[config.mk]
export PLATFORM = sky130hd
export DESIGN_NAME = bsr_chain
export DESIGN_NICKNAME = d
export VERILOG_FILES = /design/src/rtl/bsr_pkg.sv /design/src/rtl/bsr_rst_sync.sv /design/src/rtl/bsr_ctl_gate.sv /design/src/rtl/bsr_scan_cell.sv /design/src/rtl/bsr_update_bank.sv /design/src/rtl/bsr_tdo_stage.sv /design/src/rtl/bsr_chain.sv
export SDC_FILE = /design/constraint.sdc
export NUM_CORES = 1
export LEC_CHECK = 0
export ABC_AREA = 1
export BUFFER_PORTS_ARGS = -buffer_cell sky130_fd_sc_hd__buf_2
export CAP_MARGIN = 15
export CORE_MARGIN = 4
export CORE_UTILIZATION = 52
export CTS_CLUSTER_DIAMETER = 200
export CTS_CLUSTER_SIZE = 16
export DETAILED_ROUTE_END_ITERATION = 16
export HOLD_SLACK_MARGIN = 0.15
export PLACE_DENSITY_LB_ADDON = 0.1
export SETUP_SLACK_MARGIN = 0.4
export SLEW_MARGIN = 20
export SYNTH_ARGS = -nofsm -noshare
export SYNTH_HDL_FRONTEND = slang
export SYNTH_SLANG_ARGS = --single-unit
[constraint.sdc]
create_clock -name tck -period 1.56 [get_ports tck]
set_input_delay 0.078 -clock tck [delete_from_list [all_inputs] [get_ports tck]]
set_output_delay 0.078 -clock tck [all_outputs]
set_load 0.03 [all_outputs]
[src/rtl/bsr_pkg.sv]
package bsr_pkg;

  typedef enum logic {
    MODE_OBSERVE = 1'b0,
    MODE_DRIVE   = 1'b1
  } bsr_mode_e;

  typedef struct packed {
    logic capture;
    logic shift;
    logic update;
  } bsr_ctl_t;

endpackage

[src/rtl/bsr_rst_sync.sv]
module bsr_rst_sync (
  input  logic clk,
  input  logic arst_n,
  output logic rst_an
);
  logic stage1_q;
  logic stage2_q;

  always_ff @(posedge clk or negedge arst_n) begin
    if (!arst_n) begin
      stage1_q <= 1'b0;
      stage2_q <= 1'b0;
    end else begin
      stage1_q <= 1'b1;
      stage2_q <= stage1_q;
    end
  end

  assign rst_an = stage2_q;
endmodule

[src/rtl/bsr_ctl_gate.sv]
module bsr_ctl_gate
  import bsr_pkg::*;
(
  input  logic     chain_sel,
  input  logic     capture_en,
  input  logic     shift_en,
  input  logic     update_en,
  output bsr_ctl_t ctl
);
  // Strobes count only while the chain is selected; capture beats shift.
  always_comb begin
    ctl.capture = chain_sel & capture_en;
    ctl.shift   = chain_sel & shift_en & ~capture_en;
    ctl.update  = chain_sel & update_en;
  end
endmodule

[src/rtl/bsr_scan_cell.sv]
module bsr_scan_cell (
  input  logic tck,
  input  logic rst_an,
  input  logic cap,
  input  logic shf,
  input  logic par_in,
  input  logic scan_in,
  output logic scan_q
);
  logic d;
  logic en;

  always_comb begin
    en = cap | shf;
    d  = scan_q;
    if (cap) begin
      d = par_in;
    end else if (shf) begin
      d = scan_in;
    end
  end

  always_ff @(posedge tck or negedge rst_an) begin
    if (!rst_an) begin
      scan_q <= 1'b0;
    end else if (en) begin
      scan_q <= d;
    end
  end
endmodule

[src/rtl/bsr_update_bank.sv]
module bsr_update_bank #(
  parameter int WIDTH = 4
) (
  input  logic             tck,
  input  logic             rst_an,
  input  logic             upd,
  input  logic [WIDTH-1:0] d,
  output logic [WIDTH-1:0] q
);
  logic [WIDTH-1:0] q_next;

  always_comb begin
    q_next = q;
    if (upd) begin
      q_next = d;
    end
  end

  // Falling edge: the pins change half a cycle after the final shift.
  always_ff @(negedge tck or negedge rst_an) begin
    if (!rst_an) begin
      q <= '0;
    end else if (upd) begin
      q <= q_next;
    end
  end
endmodule

[src/rtl/bsr_tdo_stage.sv]
module bsr_tdo_stage (
  input  logic tck,
  input  logic rst_an,
  input  logic shf,
  input  logic bit_in,
  output logic tdo
);
  logic tdo_next;

  always_comb begin
    tdo_next = tdo;
    if (shf) begin
      tdo_next = bit_in;
    end
  end

  always_ff @(negedge tck or negedge rst_an) begin
    if (!rst_an) begin
      tdo <= 1'b0;
    end else if (shf) begin
      tdo <= tdo_next;
    end
  end
endmodule

[src/rtl/bsr_chain.sv]
module bsr_chain
  import bsr_pkg::*;
#(
  parameter int NUM_IN  = 4,
  parameter int NUM_OUT = 4
) (
  input  logic               tck,
  input  logic               rst_n,
  input  logic               chain_sel,
  input  logic               capture_en,
  input  logic               shift_en,
  input  logic               update_en,
  input  logic               mode_extest,
  input  logic               tdi,
  input  logic [NUM_OUT-1:0] core_out,
  input  logic [NUM_IN-1:0]  pin_in,
  output logic [NUM_OUT-1:0] pin_out,
  output logic               tdo
);
  localparam int NCELL = NUM_IN + NUM_OUT;

  logic             rst_an;
  bsr_ctl_t         ctl;
  bsr_mode_e        mode;
  logic [NCELL-1:0] sr_q;
  logic [NCELL-1:0] par_in;
  logic [NCELL-1:0] scan_in;
  logic [NUM_OUT-1:0] upd_q;

  assign mode = bsr_mode_e'(mode_extest);

  bsr_rst_sync u_rst (
    .clk    (tck),
    .arst_n (rst_n),
    .rst_an (rst_an)
  );

  bsr_ctl_gate u_ctl (
    .chain_sel  (chain_sel),
    .capture_en (capture_en),
    .shift_en   (shift_en),
    .update_en  (update_en),
    .ctl        (ctl)
  );

  // Parallel sources: input cells see pins, output cells see the driven pin.
  assign par_in = {pin_out, pin_in};

  generate
    for (genvar i = 0; i < NCELL; i++) begin : g_cell
      if (i == NCELL - 1) begin : g_head
        assign scan_in[i] = tdi;
      end else begin : g_link
        assign scan_in[i] = sr_q[i+1];
      end
      bsr_scan_cell u_cell (
        .tck     (tck),
        .rst_an  (rst_an),
        .cap     (ctl.capture),
        .shf     (ctl.shift),
        .par_in  (par_in[i]),
        .scan_in (scan_in[i]),
        .scan_q  (sr_q[i])
      );
    end
  endgenerate

  bsr_update_bank #(.WIDTH(NUM_OUT)) u_upd (
    .tck    (tck),
    .rst_an (rst_an),
    .upd    (ctl.update),
    .d      (sr_q[NCELL-1:NUM_IN]),
    .q      (upd_q)
  );

  generate
    for (genvar j = 0; j < NUM_OUT; j++) begin : g_pin
      always_comb begin
        if (mode == MODE_DRIVE) begin
          pin_out[j] = upd_q[j];
        end else begin
          pin_out[j] = core_out[j];
        end
      end
    end
  endgenerate

  bsr_tdo_stage u_tdo (
    .tck    (tck),
    .rst_an (rst_an),
    .shf    (ctl.shift),
    .bit_in (sr_q[0]),
    .tdo    (tdo)
  );
endmodule

==> run summary, run 1 <==
Run status - finished, violations left
Failing checks - setup timing
Sequential fraction of the synthesis area - 52.6%
Placer Congestion - 0.785
Nets - 154
Detail Route Antenna Nets - 0
Worst min path class - input pin to register
Vias in the first global route - 750
RSZ-0062 raised after global routing - yes
Synth top area cells - dfrtp_1 35%, nand2_1 19%, dfrtn_1 18%
Fillers - 72
N_diodes - 0
Via count - 750
CP endpoint kind - output port
Setup TNS Final - -1450 ps
Boundary pin count - 21
Wire per inst - 13.1 um
Post-Place Setup Slack - -9.16 ps
Setup violation total in the final timing report - 8
Row count - 13
Worst-path fanout max - 2
Final core occ - 87.4%
Num CTS Buffers - 3
Post-Syn Area - 713 sq um
DP Wirelength - 1120 um
Yosys top cell by area - dfrtp_1
CTS tree - done
DRT iter0 DRCs - 8
Synthesized Nets - 105
Critical path class - register to output port
LEAKAGE - 0.628 nW
Synth warn - 0
Global-route usage over all layers - 20.4%
Syn_area_per_cell - 8.01 sq um
Share of cells above drive strength 1 - 43.8%
Area grow syn2layout - 59.5%
Routed wire length - 2000 um
First-pass GRT wire length - 2970 um
Clk buf depth - 2
Pwr/cell area - 949 nW/um^2
Worst IR drop on VDD - 0.707 mV
Die ar. - 2030 sq um
Via-per-instance ratio - 4.93
GRT overflow - 0
Initial antenna violation count - 0
Slew Limit Fails - 0
CTS Sinks - 15
Core Footprint - 1300 sq um
Die Width - 45.0 um
Final hold violation count - 0
Clock latency on the worst-skew pair - 290 ps
Data arrival, critical path - 1780 ps
Synth Instances - 89
Register clock-pin slew on the reported worst setup and hold paths - 80 ps
Share of the synthesized area in the top cell type - 35.1%
Final worst setup slack - -298 ps
Netlist cell types - 12
Synthesized flop and latch total - 15
Root Buffer Master - clkbuf_4
Port buffer count - 20
Residual DRC count - 0
Req. time, crit path - 1480 ps
Clock Skew - 3.18 ps
CTS H-tree depth - 1
Chip Height - 45.0 um
Startpoint types - register
Largest net degree at the start of global routing - 14
Initial Utilization - 54.8%
Total of max-cap violations - 0
DR pass1 iterations - 4
worst max-delay path: stages, from the launching register on:
cell and delay, ps:
dfrtn_1 440, nand2_2 60, nand2_2 80, buf_6 130
layer usage:
metal  vias to the layer above  wire length (um)  global-route usage, %
met3                         5                81                   2.79
met1                       341               895                   23.0
li1                        379                 -                      -
met4                         0                33                   10.5
met5                         -                 0                      0
met2                        25               988                   36.7
kinds of logic (layout without fill, tap and decap cells):
family          Yosys count  count (layout)  share of synthesized area, %
flops                    15              15                          52.6
buf+inv                  10              58                          8.95
other cells               1               1                         0.526
simple gates             60              60                          35.8
compound gates            3               3                          2.10
cell usage after synthesis:
master / n
inv_1: 3
conb_1: 1
nand3_1: 22
dfrtp_1: 10
o21ai_0: 3
nand2_1: 36
nor2_1: 1
dfrtn_1: 5
buf_6: 1
buf_4: 5
inv_2: 1
nand2_2: 1
stage by stage:
stage | cells | power, mW | instance area, sq um | hold WS [ps]
2_1_floorplan | 89 | 0.638 | 728 | -218
3_3_place_gp | 122 | 0.673 | 813 | -137
3_5_place_dp | 122 | 0.679 | 813 | -136
4_1_cts | 144 | 0.994 | 1040 | 202
5_1_grt | 152 | 1.13 | 1140 | 234
6_report | 152 | 1.08 | 1140 | 211
placed cells by master (no fill, tap or decap), types with 3 or more instances in the layout:
master | Yosys | final
nand2_1 | 36 | 27
clkbuf_4 | 0 | 3
buf_4 | 5 | 19
nand2_2 | 1 | 10
nand3_2 | 0 | 3
nand3_1 | 22 | 19
dlygate4sd3_1 | 0 | 9
buf_2 | 0 | 15
buf_6 | 1 | 7
dfrtp_1 | 10 | 10
dfrtn_1 | 5 | 5
final timing paths:
check                                from                      end  slack [ps]  cells after the start
max                            u_upd.q[3]               pin_out[3]        -300                      3
min                           core_out[1]  g_cell[5].u_cell.scan_q         210                      6
min in group asynchronous    u_rst.rst_an  g_cell[7].u_cell.scan_q         390                      1
min reg2reg                u_rst.stage1_q             u_rst.rst_an         360                      0
max reg2reg                    u_upd.q[3]  g_cell[7].u_cell.scan_q         -70                      5
max in group asynchronous    u_rst.rst_an               u_upd.q[1]         510                      0
sequential cells by signal, summed over array words and instances, names as in the netlist:
| register | cells |
|---|---|
| u_rst.rst_an | 1 |
| u_upd.q | 4 |
| g_cell.u_cell.scan_q | 8 |
| u_rst.stage1_q | 1 |
| u_tdo.tdo | 1 |
power by group:
group          total [mW]  switching, mW  internal, mW
Sequential          0.485         0.0372         0.448
Combinational       0.371          0.169         0.202
Clock               0.222          0.123        0.0995
Total                1.08          0.329         0.750
area by class of cell:
class	instances	area (sq um)	area share [%]
clock buffer	4	26.3	2.31
sequential	15	375	33.0
tap	15	18.8	1.65
timing repair buffer	50	387	34.0
multi-input combinational	64	315	27.7
inverter	4	15.0	1.32
repair_timing:
action / CTS / global route
endpoints found under the hold margin: 8 / 0
endpoints found under the setup margin: 14 / 14
setup buffers: 9 / 8
resized for setup: 14 / 12
cloned: 0 / 0
hold buffers: 9 / 0
pin swaps: 1 / 2
(Power assumes the default switching activity.)
==> inputs of run 2 (changes only) <==
Settings changed: CORE_UTILIZATION 52 to 55, CTS_BUF_LIST set to sky130_fd_sc_hd__clkbuf_8.
==> run 2 against run 1 <==
The flow still finishes with violations (setup timing). Clock power grew 46%. Critical path depth did not move. Via count up 16%. Sequential power increased by 2%. Global-route usage up 2.3 points. Sequential cell count unchanged. Register-to-register slack got worse by 210 ps. Critical endpoint is now pin_out[1]. Largest power group unchanged.
==> run summary, run 2 (same netlist as run 1, synthesis figures left out) <==
Run status - finished, violations left
Failing checks - setup timing
Port buffer count - 20 (unchanged)
Total of max-cap violations - 0 (unchanged)
Worst-path fanout max - 2 (unchanged)
Boundary pin count - 21 (unchanged)
Fillers - 29 (-60%)
Clk pwr share - 27.6% (+7.0 points)
Register share of total power - 42.2% (-2.8 points)
Commonest non-fill, non-tap cell in the layout - nand2_1
Largest Register - g_cell.u_cell.scan_q
Via count - 872 (+16%)
Req. time, crit path - 1480 ps (about the same)
Worst hold path startpoint - core_out[0]
Initial Utilization - 61.7% (+6.9 points)
CTS H-tree depth - 1 (unchanged)
Register clock-pin slew on the reported worst setup and hold paths - 60 ps (-20 ps)
Routed wire length - 3000 um (+50%)
Detail Route Antenna Nets - 0 (unchanged)
Die ar. - 1940 sq um (-4.5%)
Die Width - 44.0 um (-2.3%)
N_diodes - 0 (unchanged)
End of the worst hold path - g_cell[4].u_cell.scan_q
Data arrival, critical path - 1820 ps (+40 ps)
Startpoint types - register
P_sw - 380 uW (+15%)
Max reg flops - 8 (unchanged)
Num CTS Buffers - 3 (unchanged)
Final hold violation count - 0 (unchanged)
CTS Sinks - 15 (unchanged)
Core Footprint - 1160 sq um (-11%)
Residual DRC count - 0 (unchanged)
Reg-to-reg slack, setup - -280 ps (-210 ps)
Worst r2r dst - g_cell[7].u_cell.scan_q
Row count - 12 (-1)
Clk buf depth - 2 (unchanged)
Critical path class - register to output port
Vias in the first global route - 725 (-3.3%)
Root Buffer Master - clkbuf_8
Pwr Total - 1.18 mW (+9.0%)
Final worst setup slack - -338 ps (-39.7 ps)
Largest net degree at the start of global routing - 14 (unchanged)
Placer Congestion - 0.778 (-0.87%)
CTS tree - done
Switching part of the total power - 32.4% (+1.8 points)
Setup TNS Final - -1870 ps (-412 ps)
DRT iter0 DRCs - 68 (+60)
Global-route usage over all layers - 22.7% (+2.3 points)
Clock latency on the worst-skew pair - 270 ps (-20 ps)
GRT overflow - 0 (unchanged)
Slew Limit Fails - 0 (unchanged)
Initial antenna violation count - 0 (unchanged)
First-pass GRT wire length - 3140 um (+5.8%)
Via-per-instance ratio - 6.06 (+23%)
DP Wirelength - 1180 um (+5.4%)
Clock Skew - 18.9 ps (+15.7 ps)
Chip Height - 44.0 um (-2.3%)
CP endpoint kind - output port
Worst IR drop on VDD - 1.04 mV (+48%)
Most frequent cells in the layout - 28 x nand2_1, 20 x nand3_1, 15 x buf_2
Area grow syn2layout - 54.9%
Worst hold stages - 5 (-1)
Nets - 147 (-4.5%)
Worst min path class - input pin to register
Cell Int Power - 795 uW (+6.1%)
Wire per inst - 20.8 um (+59%)
Regs by FF count - g_cell.u_cell.scan_q: 8 flops, u_upd.q: 4 flops
LEAKAGE - 0.614 nW (-2.2%)
R2R Path Start - u_upd.q[3]
DR pass1 iterations - 5 (+1)
Share of cells above drive strength 1 - 40.8% (-3.0 points)
Setup violation total in the final timing report - 9 (+1)
Reg2Reg Depth - 6 (+1)
RSZ-0062 raised after global routing - yes
Comb pwr share - 30.2% (-4.2 points)
Pwr/cell area - 1060 nW/um^2 (+12%)
[run 2: metal layers]
| metal | vias to the layer above | track usage (%) | wire length, um |
|---|---|---|---|
| li1 | 363 | - | - |
| met1 | 391 | 25.9 | 1050 |
| met2 | 93 | 39.0 | 1390 |
| met3 | 25 | 7.32 | 362 |
| met4 | 0 | 9.04 | 196 |
| met5 | - | 0 | 0 |
[run 2: layout make-up]
type	instances	area [sq um]	area share [%]
Sequential cell	15	377	34.1
Timing Repair Buffer	43	335	30.4
Multi-Input combinational cell	64	314	28.4
Clock buffer	3	41.3	3.74
Tap cell	14	17.5	1.59
Inverter	4	15.0	1.36
Clock inverter	1	5.00	0.453
[run 2: critical path, cell delays in order (launching register included)]
cell and delay [ps]:
dfrtn_1 430, nand2_1 90, nand2_2 110, buf_6 140
[run 2: timing repair]
action	in CTS	in global routing
hold buffers	7	1
pin swaps	3	3
hold endpoints to repair	7	2
setup buffers	8	3
setup endpoints to repair	14	19
resized for setup	14	13
[run 2: how the worst max path moves through the flow]
stage	start	to	slack, ps	cells after the start
after floorplan	u_upd.q[1]	pin_out[1]	70	3
after global placement	u_upd.q[2]	pin_out[2]	-10	3
after detailed placement	u_upd.q[2]	pin_out[2]	-10	3
after CTS	u_upd.q[2]	pin_out[2]	-240	3
after global routing	u_upd.q[1]	pin_out[1]	-340	3
final	u_upd.q[1]	pin_out[1]	-340	3
[run 2: stage by stage]
step                cell area, sq um  utilization (%)  setup WS [ps]  cells  hold slack, ps
finish                          1100             95.6           -338    144             235
global route                    1100             95.6           -343    144             291
CTS                             1030             88.9           -240    140             165
detailed placement               812             70.2          -12.4    121            -137
global placement                 812             70.2          -13.3    121            -138
floorplan                        728                -           70.1     89            -218
[run 2: power by group through the flow]
stage	Clock [mW]	Combinational (mW)	Sequential, mW
floorplan	0	0.144	0.494
global placement	0	0.184	0.489
detailed placement	0	0.189	0.494
CTS	0.320	0.282	0.485
global route	0.342	0.374	0.500
finish	0.324	0.355	0.496
==> inputs of run 3 (changes only) <==
Settings changed: SYNTH_HIERARCHICAL set to 1.
==> run 3 against run 2 <==
The run still ends with setup timing left. Power grew 5.9%. Cell count grew 29%. Core utilization shrank 2.5 points. Non-clock buffer count is the same. Sequential cell count is the same. Sequential power grew 1%. First-iteration DRC count grew 16%. Combinational power grew 22%. Largest cell class unchanged.
==> run summary, run 3 <==
Synth top cells by count - 62 x nand2_1, 35 x inv_1, 10 x dfrtp_1
RSZ-0062 raised after global routing - yes
Setup violation total in the final timing report - 8 (-1)
Initial antenna violation count - 0 (unchanged)
Slew HR - 61.9%
Share of the synthesized area in the top cell type - 31.5% (-3.6 points)
Clock latency on the worst-skew pair - 260 ps (about the same)
Port buffer count - 20 (unchanged)
CP endpoint kind - output port
Least-Margin Pin Slew - 571 ps
Reg2Reg Depth - 6 (unchanged)
Most frequent cells in the layout - 51 x nand2_1, 36 x inv_1, 15 x buf_4, 15 x buf_2, 9 x dfrtp_1
DR pass1 iterations - 7 (+2)
Slew Limit Fails - 0 (unchanged)
Proportion of synthesized area in mux cells - 0% (unchanged)
Reg-to-reg slack, setup - -200 ps (+80 ps)
Ys flop type - dfrtp_1
First-pass GRT wire length - 4060 um (+29%)
Data arrival, critical path - 1780 ps (-40 ps)
Wire per inst - 17.7 um (-15%)
Final hold violation count - 0 (unchanged)
Synth warn - 6 (+6)
GRT overflow - 0 (unchanged)
Failing checks - setup timing
Worst r2r dst - g_cell[5].u_cell/scan_q
Worst-path fanout max - 2 (unchanged)
Run status - finished, violations left
Worst IR drop on VDD - 0.972 mV (-6.9%)
Placer Congestion - 0.740 (-4.9%)
Total of max-cap violations - 0 (unchanged)
Die Width - 46.0 um (+4.5%)
CTS Sinks - 15 (unchanged)
Synth Area in Adders - 0% (unchanged)
Post-Place Setup Slack - -10.7 ps (+1.72 ps)
Root Buffer Master - clkbuf_8
Req. time, crit path - 1480 ps (about the same)
CTS H-tree depth - 1 (unchanged)
Detail Route Antenna Nets - 0 (unchanged)
Largest family of logic cells by synthesized area - simple AND/OR/NAND/NOR gates
DP Wirelength - 1220 um (+3.4%)
Num CTS Buffers - 3 (unchanged)
Die ar. - 2120 sq um (+9.3%)
Startpoint types - register
Clk buf depth - 2 (unchanged)
Via-per-instance ratio - 5.42 (-10%)
Pwr Total - 1.24 mW (+5.9%)
Initial Utilization - 59.6% (-2.1 points)
Core Footprint - 1330 sq um (+15%)
DRT iter0 DRCs - 79 (+16%)
Final core occ - 93.1% (-2.5 points)
Compound-gate portion of the synthesized area - 0% (-2.1 points)
Synthesized Nets - 140 (+33%)
Post-synth EDFFs - 0 (unchanged)
Final worst setup slack - -294 ps (+43.7 ps)
CTS tree - done
Ys async rst share - 100% (unchanged)
Largest net degree at the start of global routing - 17 (+3)
Via count - 1009 (+16%)
Critical path origin - u_upd/q[0]
Commonest non-fill, non-tap cell in the layout - nand2_1
LEAKAGE - 0.743 nW (+21%)
Vias in the first global route - 914 (+26%)
Synth top area cells - dfrtp_1 31%, nand2_1 29%, inv_1 17%
Max reg flops - 8 (unchanged)
Regs by FF count - g_cell.u_cell/scan_q: 8 flops, u_upd/q: 4 flops
Boundary pin count - 21 (unchanged)
Top-count cell post-synth - nand2_1
N_diodes - 0 (unchanged)
Simple-gate area share of the yosys netlist - 34.8% (-0.99 points)
Netlist cell types - 8 (-4)
Routed wire length - 3300 um (+9.9%)
Largest Register - g_cell.u_cell/scan_q
Global-route usage over all layers - 27.9% (+5.3 points)
Synthesized flop and latch total - 15 (unchanged)
Syn_area_per_cell - 6.41 sq um (-20%)
Residual DRC count - 0 (unchanged)
Share of cells above drive strength 1 - 32.2% (-8.6 points)
Yosys top cell by area - dfrtp_1
Post-Syn Area - 795 sq um (+11%)
Nets - 188 (+28%)
Chip Height - 46.0 um (+4.5%)
Worst min path class - register to asynchronous set/reset pin
Row count - 13 (+1)
Pwr/cell area - 1000 nW/um^2 (-5.8%)
Sequential fraction of the synthesis area - 47.2% (-5.4 points)
Synth Instances - 124 (+39%)
Clock Skew - 21.3 ps (+2.47 ps)
Area grow syn2layout - 56.2%
Post-Synth XOR/XNOR Area - 0% (unchanged)
R2R Path Start - u_upd/q[1]
Critical path class - register to output port
Register clock-pin slew on the reported worst setup and hold paths - 60 ps (about the same)
## run 3: cell types whose count changed after synthesis, sizes merged
cell	before	now
buf	6	0
inv	4	37
nand3	22	8
nand2	37	62
o21ai	3	0
## run 3: how the worst max path moves through the flow
stage | endpoint | depth (start not counted)
2_1_floorplan | g_cell[7].u_cell/scan_q | 4
3_3_place_gp | pin_out[3] | 3
3_5_place_dp | pin_out[3] | 3
4_1_cts | pin_out[0] | 3
5_1_grt | pin_out[0] | 3
6_report | pin_out[0] | 3
## run 3: worst max-delay path, cell delays in order (launching register included)
cell and delay, ps:
dfrtn_1 440, nand2_2 90, nand2_4 80, buf_6 130
## run 3: stage by stage
stage	area (sq um)	cells	TNS, ps	hold WS [ps]
floorplan	842	124	0	-218
global placement	991	163	-5.42	-137
detailed placement	991	163	-31.0	-132
CTS	1190	181	-1190	177
global route	1240	186	-1960	143
finish	1240	186	-1660	122
## run 3: cells by family (layout without fill, tap and decap cells)
logic type	Yosys count	after routing
and+or+nand+nor	71	71
DFF	15	15
buffers and inverters	37	84
other	1	1
## run 3: final cells by class
class                   count  area (sq um)
clock inverters             1          3.75
inverters                  37           139
flip-flops and latches     15           377
clock buffers               3          41.3
well taps                  15          18.8
fillers                    55          92.6
multi-input cells          72           335
repair buffers             43           327
## run 3: report_power, final
part	leakage, nW	switching, mW	internal, mW	total [mW]
Combinational	0.534	0.239	0.196	0.434
Sequential	0.182	0.0472	0.454	0.501
Clock	0.0269	0.135	0.174	0.309
## run 3: routing by layer
layer | GRT usage (%) | wire [um]
met1 | 33.2 | 1150
met5 | 0 | 0
met4 | 12.5 | 246
met2 | 47.0 | 1540
met3 | 6.72 | 356
## run 3: what timing repair did
item	in CTS	in global routing
resized for setup	11	5
cloned	0	0
setup buffers	8	5
endpoints found under the setup margin	14	19
hold buffers	6	0
hold endpoints to repair	6	0
pin swaps	2	3
